**src/rtl/brt_pkg.sv**
```systemverilog
package brt_pkg;
  localparam int ON_W  = 4;
  localparam int OFF_W = 5;
  localparam int CNT_W = OFF_W;
  localparam int PG_W  = 4;

  typedef enum logic [1:0] {
    ST_IDLE,
    ST_LEAD,
    ST_FREEZE,
    ST_TAIL
  } brt_state_e;

  typedef struct packed {
    logic [ON_W-1:0]  cs_on;
    logic [OFF_W-1:0] cs_off;
    logic [ON_W-1:0]  adv_on;
    logic [OFF_W-1:0] adv_off;
    logic [ON_W-1:0]  oe_on;
    logic [OFF_W-1:0] oe_off;
    logic [CNT_W-1:0] access;
    logic [PG_W-1:0]  page;
    logic [CNT_W-1:0] cycle;
    logic             wait_mode;
    logic             div2;
  } brt_cfg_t;
endpackage

```
**src/rtl/brt_tick_counter.sv**
```systemverilog
module brt_tick_counter #(
  parameter int W = 5
) (
  input  logic         clk,
  input  logic         rst_n,
  input  logic         clr,
  input  logic         inc,
  output logic [W-1:0] cnt_o
);
  localparam logic [W-1:0] CNT_MAX = '1;

  logic [W-1:0] cnt_q, cnt_d;

  always_comb begin
    cnt_d = cnt_q;
    if (clr)
      cnt_d = '0;
    else if (inc && (cnt_q != CNT_MAX))
      cnt_d = cnt_q + 1'b1;
  end

  always_ff @(posedge clk or negedge rst_n) begin
    if (!rst_n) cnt_q <= '0;
    else        cnt_q <= cnt_d;
  end

  assign cnt_o = cnt_q;
endmodule

```
**src/rtl/brt_strobe.sv**
```systemverilog
module brt_strobe #(
  parameter int ON_W  = 4,
  parameter int OFF_W = 5
) (
  input  logic             busy,
  input  logic [OFF_W-1:0] cnt,
  input  logic [ON_W-1:0]  on_tick,
  input  logic [OFF_W-1:0] off_tick,
  output logic             strobe_n
);
  logic [OFF_W-1:0] on_ext;
  logic             active;

  assign on_ext   = OFF_W'(on_tick);
  assign active   = busy && (cnt >= on_ext) && (cnt < off_tick);
  assign strobe_n = !active;
endmodule

```
**src/rtl/brt_sequencer.sv**
```systemverilog
module brt_sequencer
  import brt_pkg::*;
#(
  parameter int BEAT_W = 3
) (
  input  logic              clk,
  input  logic              rst_n,
  input  logic              req,
  input  logic [BEAT_W-1:0] beats_m1,
  input  logic [CNT_W-1:0]  cnt,
  input  logic [CNT_W-1:0]  access,
  input  logic [PG_W-1:0]   page,
  input  logic [CNT_W-1:0]  cycle,
  input  logic              wait_mode,
  input  logic              wait_n,
  output logic              accept,
  output logic              busy,
  output logic              frozen,
  output logic              cnt_clr,
  output logic              cnt_inc,
  output logic              capture,
  output logic              last_beat,
  output logic              done
);
  brt_state_e        state_q, state_d;
  logic [BEAT_W-1:0] left_q, left_d;
  logic [PG_W-1:0]   pg_q, pg_d;
  logic [PG_W-1:0]   page_eff;

  assign page_eff = (page == '0) ? PG_W'(1) : page;

  always_comb begin
    state_d   = state_q;
    left_d    = left_q;
    pg_d      = pg_q;
    accept    = 1'b0;
    cnt_clr   = 1'b0;
    cnt_inc   = 1'b0;
    capture   = 1'b0;
    last_beat = 1'b0;
    done      = 1'b0;
    unique case (state_q)
      ST_IDLE: begin
        if (req) begin
          accept  = 1'b1;
          cnt_clr = 1'b1;
          left_d  = beats_m1;
          state_d = ST_LEAD;
        end
      end
      ST_LEAD: begin
        if (cnt == access) begin
          if (!wait_mode || wait_n) begin
            capture = 1'b1;
            if (left_q == '0) begin
              last_beat = 1'b1;
              cnt_inc   = 1'b1;
              state_d   = ST_TAIL;
            end else begin
              pg_d    = PG_W'(1);
              state_d = ST_FREEZE;
            end
          end
        end else begin
          cnt_inc = 1'b1;
        end
      end
      ST_FREEZE: begin
        if (pg_q == page_eff) begin
          capture = 1'b1;
          left_d  = left_q - 1'b1;
          pg_d    = PG_W'(1);
          if (left_q == BEAT_W'(1)) begin
            last_beat = 1'b1;
            cnt_inc   = 1'b1;
            state_d   = ST_TAIL;
          end
        end else begin
          pg_d = pg_q + 1'b1;
        end
      end
      ST_TAIL: begin
        if (cnt >= cycle) begin
          done    = 1'b1;
          state_d = ST_IDLE;
        end else begin
          cnt_inc = 1'b1;
        end
      end
      default: state_d = ST_IDLE;
    endcase
  end

  always_ff @(posedge clk or negedge rst_n) begin
    if (!rst_n) begin
      state_q <= ST_IDLE;
      left_q  <= '0;
      pg_q    <= '0;
    end else begin
      state_q <= state_d;
      left_q  <= left_d;
      pg_q    <= pg_d;
    end
  end

  assign busy   = (state_q != ST_IDLE);
  assign frozen = (state_q == ST_FREEZE);
endmodule

```
**src/rtl/brt_capture.sv**
```systemverilog
module brt_capture #(
  parameter int DATA_W = 16
) (
  input  logic              clk,
  input  logic              rst_n,
  input  logic              capture,
  input  logic              last_beat,
  input  logic [DATA_W-1:0] data_in,
  output logic [DATA_W-1:0] rd_data,
  output logic              rd_valid,
  output logic              rd_last
);
  logic [DATA_W-1:0] data_q;
  logic              valid_q, last_q;

  always_ff @(posedge clk or negedge rst_n) begin
    if (!rst_n) begin
      data_q  <= '0;
      valid_q <= 1'b0;
      last_q  <= 1'b0;
    end else begin
      if (capture) data_q <= data_in;
      valid_q <= capture;
      last_q  <= capture && last_beat;
    end
  end

  assign rd_data  = data_q;
  assign rd_valid = valid_q;
  assign rd_last  = last_q;
endmodule

```
**src/rtl/brt_burst_read.sv**
```systemverilog
module brt_burst_read
  import brt_pkg::*;
#(
  parameter int ADDR_W    = 10,
  parameter int DATA_W    = 16,
  parameter int MAX_BEATS = 8,
  localparam int BEAT_W   = $clog2(MAX_BEATS),
  localparam int REQ_W    = BEAT_W + 1
) (
  input  logic              clk,
  input  logic              rst_n,
  input  logic              req_i,
  input  logic [ADDR_W-1:0] req_addr_i,
  input  logic [REQ_W-1:0]  req_beats_i,
  input  logic [ON_W-1:0]   cs_on_i,
  input  logic [OFF_W-1:0]  cs_off_i,
  input  logic [ON_W-1:0]   adv_on_i,
  input  logic [OFF_W-1:0]  adv_off_i,
  input  logic [ON_W-1:0]   oe_on_i,
  input  logic [OFF_W-1:0]  oe_off_i,
  input  logic [CNT_W-1:0]  access_i,
  input  logic [PG_W-1:0]   page_i,
  input  logic [CNT_W-1:0]  cycle_i,
  input  logic              wait_mode_i,
  input  logic              div2_i,
  input  logic              wait_n_i,
  input  logic [DATA_W-1:0] mem_data_i,
  output logic              busy_o,
  output logic [ADDR_W-1:0] mem_addr_o,
  output logic              cs_n_o,
  output logic              adv_n_o,
  output logic              oe_n_o,
  output logic              bus_in_o,
  output logic              mclk_edge_o,
  output logic [DATA_W-1:0] rd_data_o,
  output logic              rd_valid_o,
  output logic              rd_last_o,
  output logic              done_o
);
  localparam int NSTROBE = 3;

  brt_cfg_t          cfg_in, cfg_q;
  logic [ADDR_W-1:0] addr_q;
  logic              phase_q, phase_d;
  logic [BEAT_W-1:0] beats_m1;
  logic [CNT_W-1:0]  cnt;
  logic              accept, busy, frozen_w, cnt_clr, cnt_inc;
  logic              capture, last_beat, done;

  logic [ON_W-1:0]    on_ticks  [NSTROBE];
  logic [OFF_W-1:0]   off_ticks [NSTROBE];
  logic [NSTROBE-1:0] strobes_n;

  always_comb begin
    if (req_beats_i == '0)
      beats_m1 = '0;
    else if (req_beats_i > REQ_W'(MAX_BEATS))
      beats_m1 = BEAT_W'(MAX_BEATS - 1);
    else
      beats_m1 = BEAT_W'(req_beats_i - 1'b1);
  end

  always_comb begin
    cfg_in.cs_on     = cs_on_i;
    cfg_in.cs_off    = cs_off_i;
    cfg_in.adv_on    = adv_on_i;
    cfg_in.adv_off   = adv_off_i;
    cfg_in.oe_on     = oe_on_i;
    cfg_in.oe_off    = oe_off_i;
    cfg_in.access    = access_i;
    cfg_in.page      = page_i;
    cfg_in.cycle     = cycle_i;
    cfg_in.wait_mode = wait_mode_i;
    cfg_in.div2      = div2_i;
  end

  always_comb begin
    phase_d = phase_q;
    if (accept)    phase_d = 1'b0;
    else if (busy) phase_d = !phase_q;
  end

  always_ff @(posedge clk or negedge rst_n) begin
    if (!rst_n) begin
      cfg_q   <= '0;
      addr_q  <= '0;
      phase_q <= 1'b0;
    end else begin
      if (accept) begin
        cfg_q  <= cfg_in;
        addr_q <= req_addr_i;
      end
      phase_q <= phase_d;
    end
  end

  brt_sequencer #(.BEAT_W(BEAT_W)) u_seq (
    .clk       (clk),
    .rst_n     (rst_n),
    .req       (req_i),
    .beats_m1  (beats_m1),
    .cnt       (cnt),
    .access    (cfg_q.access),
    .page      (cfg_q.page),
    .cycle     (cfg_q.cycle),
    .wait_mode (cfg_q.wait_mode),
    .wait_n    (wait_n_i),
    .accept    (accept),
    .busy      (busy),
    .frozen    (frozen_w),
    .cnt_clr   (cnt_clr),
    .cnt_inc   (cnt_inc),
    .capture   (capture),
    .last_beat (last_beat),
    .done      (done)
  );

  brt_tick_counter #(.W(CNT_W)) u_cnt (
    .clk   (clk),
    .rst_n (rst_n),
    .clr   (cnt_clr),
    .inc   (cnt_inc),
    .cnt_o (cnt)
  );

  assign on_ticks[0]  = cfg_q.cs_on;
  assign off_ticks[0] = cfg_q.cs_off;
  assign on_ticks[1]  = cfg_q.adv_on;
  assign off_ticks[1] = cfg_q.adv_off;
  assign on_ticks[2]  = cfg_q.oe_on;
  assign off_ticks[2] = cfg_q.oe_off;

  for (genvar g = 0; g < NSTROBE; g++) begin : g_strobe
    brt_strobe #(.ON_W(ON_W), .OFF_W(OFF_W)) u_strobe (
      .busy     (busy),
      .cnt      (cnt),
      .on_tick  (on_ticks[g]),
      .off_tick (off_ticks[g]),
      .strobe_n (strobes_n[g])
    );
  end

  brt_capture #(.DATA_W(DATA_W)) u_cap (
    .clk       (clk),
    .rst_n     (rst_n),
    .capture   (capture),
    .last_beat (last_beat),
    .data_in   (mem_data_i),
    .rd_data   (rd_data_o),
    .rd_valid  (rd_valid_o),
    .rd_last   (rd_last_o)
  );

  assign busy_o      = busy;
  assign mem_addr_o  = addr_q;
  assign cs_n_o      = strobes_n[0];
  assign adv_n_o     = strobes_n[1];
  assign oe_n_o      = strobes_n[2];
  assign bus_in_o    = busy && (cnt >= CNT_W'(cfg_q.oe_on));
  assign mclk_edge_o = busy && (!cfg_q.div2 || !phase_q);
  assign done_o      = done;
endmodule

```
**config.mk**
```make
export PLATFORM = sky130hd
export DESIGN_NAME = brt_burst_read
export DESIGN_NICKNAME = d
export VERILOG_FILES = /design/src/rtl/brt_pkg.sv /design/src/rtl/brt_tick_counter.sv /design/src/rtl/brt_strobe.sv /design/src/rtl/brt_sequencer.sv /design/src/rtl/brt_capture.sv /design/src/rtl/brt_burst_read.sv
export SDC_FILE = /design/constraint.sdc
export NUM_CORES = 1
export LEC_CHECK = 0
export BUFFER_PORTS_ARGS = -buffer_cell sky130_fd_sc_hd__buf_2
export CAP_MARGIN = 5
export CELL_PAD_IN_SITES_DETAIL_PLACEMENT = 1
export CELL_PAD_IN_SITES_GLOBAL_PLACEMENT = 1
export CORE_MARGIN = 4
export CORE_UTILIZATION = 38
export CTS_CLUSTER_SIZE = 28
export DETAILED_ROUTE_END_ITERATION = 10
export GPL_ROUTABILITY_DRIVEN = 0
export GPL_TIMING_DRIVEN = 1
export HOLD_SLACK_MARGIN = 0.08
export PLACE_DENSITY = 0.82
export SYNTH_ARGS = -nofsm -noshare
export SYNTH_HDL_FRONTEND = slang
export SYNTH_HIERARCHICAL = 1
export SYNTH_SLANG_ARGS = --single-unit
```
**constraint.sdc**
```tcl
create_clock -name clk -period 2.3 [get_ports clk]
set_input_delay 0.46 -clock clk [delete_from_list [all_inputs] [get_ports clk]]
set_output_delay 0.46 -clock clk [all_outputs]
set_load 0.005 [all_outputs]
```
==> results of run 1 <==
flip-flops by register name (all words and copies together), names as in the netlist, 2 cells and up:
name and count:
u_seq/pg_q 4, cfg_q 43, u_seq/state_q 2, u_seq/left_q 3
u_cap/rd_data 16, mem_addr_o 10, u_cnt/cnt_o 5
what timing repair did:
action	in CTS	in global routing
gates resized for setup	41	51
hold endpoints to repair	0	0
pin swaps	19	20
buffers inserted	11	7
cloned	0	3
setup endpoints to repair	6	25
worst min path at each step:
stage	from	endpoint	slack, ns	cells past startpoint
final	rst_n	cfg_q[22]	0.1	1
after global routing	rst_n	cfg_q[21]	0.14	1
after CTS	rst_n	cfg_q[31]	0.12	1
after detailed placement	rst_n	cfg_q[31]	0.49	1
after global placement	rst_n	cfg_q[31]	0.48	1
after floorplan	rst_n	cfg_q[0]	0.16	0
per-layer routing:
| metal | part of all wire | global-route usage | routed length [um] |
|---|---|---|---|
| met2 | 0.56 | 0.388 | 9750 |
| met1 | 0.34 | 0.205 | 6050 |
| met3 | 0.034 | 0.0363 | 596 |
| met5 | 0 | 0 | 0 |
| met4 | 0.065 | 0.0866 | 1140 |
through the flow:
stage	std cells	hold slack, ns	instance area (um^2)
2_1_floorplan	406	0.164	4780
3_3_place_gp	685	0.485	5570
3_5_place_dp	685	0.491	5570
4_1_cts	712	0.117	6170
5_1_grt	722	0.136	6550
6_report	722	0.0992	6550
area by class of cell:
type                       count  area share
clock inverter                 7      0.0120
clock buffer                   9      0.0344
sequential                    86       0.329
timing repair buffer         143       0.140
multi-input combinational    256       0.421
tap                          168      0.0321
inverter                      53      0.0311
Yosys cell counts, types with 5 or more instances:
| master | count | area [um^2] |
|---|---|---|
| a21oi_1 | 18 | 90.1 |
| inv_1 | 53 | 199 |
| ha_1 | 45 | 563 |
| a31oi_1 | 5 | 31.3 |
| o21ai_1 | 5 | 25.0 |
| nor2_1 | 17 | 63.8 |
| nand2b_1 | 5 | 31.3 |
| nand2_1 | 14 | 52.6 |
| nand3_1 | 8 | 40.0 |
| xor2_1 | 7 | 61.3 |
| mux2_2 | 34 | 383 |
| buf_6 | 5 | 56.3 |
| dfrtp_1 | 86 | 2150 |
| mux2_4 | 33 | 495 |
| o21ai_0 | 8 | 40.0 |
critical path, cell delays in order (launching register included):
cell	delay (ns)
dfrtp_1	0.44
nor4b_2	0.41
a211oi_4	0.07
nor2_2	0.20
nand4_1	0.28
a31oi_4	0.28
nand2b_1	0.15
or3_1	0.39
a21oi_2	0.19
where the power goes:
| part | switching [mW] | leakage (nW) | internal [mW] |
|---|---|---|---|
| Clock | 0.715 | 0.151 | 0.857 |
| Sequential | 0 | 1.15 | 1.51 |
| Combinational | 0.0617 | 1.89 | 0.0537 |
cells in the final DEF (no fill, tap or decap), drive strengths merged, types with 11 or more instances in the layout:
master / instances
nand2: 15
clkbuf: 11
inv: 56
o21ai: 17
ha: 45
a21oi: 18
nor2: 18
mux2: 67
dfrtp: 86
buf: 141
logic make-up (layout without fill, tap and decap cells):
family	Yosys count	in the layout	synth area share
buffers and inverters	64	212	0.0634
xor gates and xnor gates	11	11	0.0202
muxes	70	70	0.190
and+or+nand+nor	67	67	0.0720
DFF	86	86	0.450
AOI/OAI and AO/OA	63	63	0.0859
adders and majority gates	45	45	0.118
==> results by group, run 1 <==
STA
  – Final hold violation count: 0
  – Min setup slack post-route: -0.193 ns
  – Max-slew violations: 0
  – Rel. slew slack: 0.562
  – Setup Viol. Count Final: 22
  – Tmin final: 2.49 ns
  – Final Skew: 0.0139 ns
  – Actual slew at the worst max-slew pin: 0.657 ns
  – RSZ-0062 raised after global routing: true
  – Tcrit/Tclk final: 1.08
  – Setup TNS: -0.806 ns
  – Max Freq: 401 MHz

Route
  – Starting DRT DRC Count: 137
  – DRC: 0
  – Detailed Routing Iterations Pass 1: 4
  – Avg WL per Cell: 24.3 um
  – Final WL: ~18000 um
  – DRT antenna net count: 0
  – Via count: about 3800
  – Via-to-Cell Ratio: about 5.3

Place
  – Worst slack, placed: 0.0716 ns
  – Port bufs: 111
  – HPWL after DPL: 9090 um

GRT
  – Global-route wire length before repair: 22200 um
  – Initial antenna violation count: 0
  – GRT Util Overall: 0.199
  – Vias in the first global route: 4195
  – Grt total ovfl: 0
  – Largest net degree at the start of global routing: 42

Synth
  – Post-synth EDFFs: 0
  – Area of the mapped netlist: 4780 um^2
  – Post-synthesis sequential area ratio: 0.450
  – Unique cell type count in the Yosys netlist: 49
  – Synthesis-stage register bit count: 86
  – Syn nets: 528
  – Dominant synthesized flop cell: dfrtp_1
  – Post-synth ARST share: 1.00
  – Yosys warns: 6
  – Avg Cell Area, Syn: 11.8 um^2
  – Cells after Synth: 406

Critical path
  – WS Path Type: register to register
  – Worst reg-to-reg setup slack: -0.19 ns
  – R2r startpoint: cfg_q[8]
  – R2R Path End: u_cnt/cnt_o[3]
  – Required time of the critical path: 2.57 ns
  – Setup crit end kind: register
  – Setup crit start: cfg_q[8]
  – CP Launch Type: register
  – Worst Path Arrival: 2.77 ns
  – Crit path capture: u_cnt/cnt_o[3]
  – Reg2Reg Depth: 8
  – CP max FO: 4

Hold path
  – Min-delay worst type: input port to asynchronous set/reset pin

Power
  – Peak supply drop: 0.000352 V
  – Leakage: 3.19 nW
  – Power Density: ~490 nW/um^2
  – Tot Pwr: 3.20 mW

Cells and area
  – Final core occ: 0.539
  – Layout cells sized above 1: 0.542
  – Multi-input gate area in the final layout: 2760 um^2
  – Fill cells: ~1300
  – Count of antenna diodes in the layout: 0
  – Sequential cell area: 2160 um^2
  – Final #Nets: between 600 and 700
  – Area Growth Syn to Fin: 37.1%

Status
  – Status: complete, but fails checks
  – Failing checks: setup timing

Floorplan
  – Core Rows: 40
  – Num ports: 112
  – Initial Util: 0.393
  – Die W: 120 um
  – Core ar.: ~12000 um^2
  – Die ar.: 14400 um^2
  – Die span in y: 120 um

CTS
  – H-tree Lvls: 3
  – Clock buffer count from CTS: 9
  – Bufs on Longest Clock Path: 2
  – CTS tree: yes
  – Hold_buf cts: 0
  – Count of clock tree sinks: between 80 and 90
  – Clock slew at reported path FFs: 0.08 ns
  – CTS root buf: clkbuf_16
  – Later-pin clock latency in the skew report: 0.36 ns

Run
  – Max-cap viol count: 0
No activity file was read; power rests on OpenSTA's default activity.
==> run 2, diff against run 1 <==
--- a/config.mk
+++ b/config.mk
@@ -5,18 +5,18 @@
 export SDC_FILE = /design/constraint.sdc
 export NUM_CORES = 1
 export LEC_CHECK = 0
-export BUFFER_PORTS_ARGS = -buffer_cell sky130_fd_sc_hd__buf_2
 export CAP_MARGIN = 5
 export CELL_PAD_IN_SITES_DETAIL_PLACEMENT = 1
 export CELL_PAD_IN_SITES_GLOBAL_PLACEMENT = 1
 export CORE_MARGIN = 4
-export CORE_UTILIZATION = 38
+export CORE_UTILIZATION = 40
 export CTS_CLUSTER_SIZE = 28
 export DETAILED_ROUTE_END_ITERATION = 10
+export DONT_BUFFER_PORTS = 1
 export GPL_ROUTABILITY_DRIVEN = 0
 export GPL_TIMING_DRIVEN = 1
 export HOLD_SLACK_MARGIN = 0.08
-export PLACE_DENSITY = 0.82
+export PLACE_DENSITY = 0.74
 export SYNTH_ARGS = -nofsm -noshare
 export SYNTH_HDL_FRONTEND = slang
 export SYNTH_HIERARCHICAL = 1
==> run 2 against run 1 <==
  * The flow finishes with violations (hold timing)
  * Highest routed layer unchanged
  * Total power decreased by 6.3%
  * First-iteration DRC count shrank 50%
  * Utilization shrank 7.5 points
  * Critical path depth decreased by 2
  * Largest power group is now sequential cells
  * Final area is 18% lower
  * Routed wire length down 40%
  * Sequential share of layout area is 7.3 points higher
  * Non-clock buffer count is 130 lower
  * Die area shrank 4.7%
  * Sequential power barely moved
  * Fmax rose by 12%
==> results by group, run 2 (same netlist as run 1, synthesis figures left out) <==
Status
  – Status: complete, but fails checks
  – Failing checks: hold timing

CTS
  – Later-pin clock latency in the skew report: roughly 0.34 ns
  – H-tree Lvls: 3
  – Clock slew at reported path FFs: 0.06 ns
  – Bufs on Longest Clock Path: 2
  – CTS root buf: clkbuf_16
  – Clock buffer count from CTS: 9
  – Count of clock tree sinks: 86
  – CTS tree: yes

STA
  – Min setup slack post-route: 0.0675 ns
  – Final hold violation count: 86
  – Hold Worst Slack: -0.192 ns
  – Max-slew violations: 0
  – Tmin final: 2.23 ns
  – Final Skew: around 0.0051 ns
  – Rel. slew slack: 0.569
  – Tcrit/Tclk final: 0.971
  – Actual slew at the worst max-slew pin: 0.647 ns
  – RSZ-0062 raised after global routing: true
  – Setup Viol. Count Final: 0
  – Max Freq: 448 MHz

Route
  – Starting DRT DRC Count: 68
  – Via-to-Cell Ratio: 5.37
  – Detailed Routing Iterations Pass 1: 4
  – DRT antenna net count: 0
  – Via count: 3046
  – Avg WL per Cell: approximately 18 um
  – Final WL: 10400 um
  – DRC: 0

Cells and area
  – Fill cells: 1216
  – Non-Filler Instances: 567
  – Final instance area: 5360 um^2
  – Layout cells sized above 1: 0.276
  – Max reg flops: 43
  – Most frequent cells in the layout: dfrtp_1 (85), inv_1 (51), ha_1 (45)
  – Area Growth Syn to Fin: 12.2%
  – Final #Nets: 541
  – Count of antenna diodes in the layout: 0
  – Most common cell after layout, fill and taps aside: dfrtp_1
  – Reg with most FFs: cfg_q

Floorplan
  – Initial Util: 0.413
  – Die ar.: around 14000 um^2
  – Num ports: 112
  – Core Rows: 39
  – Core ar.: 11600 um^2
  – Die W: 117 um
  – Die span in y: about 120 um

GRT
  – Global-route wire length before repair: about 17000 um
  – Grt total ovfl: 0
  – Initial antenna violation count: 0
  – Vias in the first global route: 3306
  – GRT Util Overall: 0.157
  – Largest net degree at the start of global routing: 87

Place
  – Port bufs: 0
  – Placed instance area: 4980 um^2
  – Worst slack, placed: between 0.06 and 0.07 ns
  – HPWL after DPL: 7760 um
  – Inst Count DP: 550

Power
  – Leakage: 2.57 nW
  – Power Density: 559 nW/um^2
  – Peak supply drop: 0.000597 V
  – Tot Pwr: 3.00 mW

Hold path
  – Min-delay worst type: input port to asynchronous set/reset pin

Critical path
  – Required time of the critical path: between 1.5 and 2 ns
  – Worst Path Arrival: around 1.8 ns
  – Crit-path cells: buf_4 -> inv_1 -> ha_1 -> o21ai_2 -> a21oi_1 -> o311ai_2
  – CP max stage cell: dfrtp_2
  – WS Path Type: register to output pin
  – Setup crit end kind: output pin
  – CP top delay family: compound AO/OA/AOI/OAI gates
  – CP Launch Type: register
  – Worst Path Buf+Inv: 2
  – CP max FO: 11
  – Worst path max stage delay: 0.36 ns

Run
  – Max-cap viol count: 0
[run 2: changes by cell type in the layout (fill, tap and decap cells not counted), moves of 4 or more]
cell and delta:
mux2_2 +7, inv_1 +5, a21oi_1 +9, buf_6 -4, o21ai_0 +4, mux2_4 -7
a21oi_2 -9, buf_4 -11, ha_1 +16, o21ai_2 -4, ha_4 -13, buf_2 -110
[run 2: path summary, 6_finish.rpt]
| kind | startpoint | cells after the start | slack (ns) | to |
|---|---|---|---|---|
| hold reg to reg | cfg_q[1] | 1 | 0.51 | cfg_q[1] |
| hold / removal | rst_n | 0 | -0.19 | cfg_q[32] |
| setup / recovery | u_cnt/cnt_o[0] | 6 | 0.07 | adv_n_o |
| min in group clk | oe_on_i[1] | 2 | 0.26 | cfg_q[22] |
| setup reg to reg | u_cnt/cnt_o[0] | 11 | 0.11 | u_cnt/cnt_o[3] |
| max in group asynchronous | rst_n | 0 | 2.36 | mem_addr_o[0] |
[run 2: through the flow]
| step | utilization | hold slack, ns | setup TNS [ns] |
|---|---|---|---|
| finish | 0.464 | -0.192 | 0 |
| global placement | 0.431 | 0.171 | 0 |
| CTS | 0.459 | -0.202 | 0 |
| floorplan | - | 0.164 | 0 |
| detailed placement | 0.431 | 0.172 | 0 |
| global route | 0.464 | -0.217 | -0.192 |
[run 2: final cells by class]
cell class / instances / area [um^2] / share of cell area
well taps: 143 / 179 / 0.0334
flip-flops and latches: 86 / 2150 / 0.402
multi-input cells: 256 / 2390 / 0.446
clock buffers: 11 / 243 / 0.0453
inverters: 53 / 199 / 0.0371
clock inverters: 5 / 58.8 / 0.0110
repair buffers: 13 / 139 / 0.0259
[run 2: routing by layer]
layer / global-route usage / wire, um / vias up
li1: - / - / 1430
met4: 0.0367 / 108 / 0
met1: 0.178 / 4130 / 1558
met3: 0.0576 / 501 / 8
met2: 0.281 / 5710 / 50
met5: 0 / 0 / -
[run 2: report_power, final]
| group | switching (mW) | total (mW) | leakage (nW) | internal [mW] |
|---|---|---|---|---|
| clock network | 0.601 | 1.47 | 0.142 | 0.871 |
| registers | 0 | 1.51 | 1.15 | 1.51 |
| logic | 0.00472 | 0.0110 | 1.27 | 0.00625 |
| total | 0.606 | 3.00 | 2.57 | 2.39 |
[run 2: timing repair]
| action | CTS | global route |
|---|---|---|
| endpoints found under the setup margin | 3 | 10 |
| pin swaps | 0 | 3 |
| gates cloned | 0 | 0 |
| endpoints found under the hold margin | 86 | 86 |
| buffers inserted | 0 | 1 |
| resized for setup | 4 | 9 |
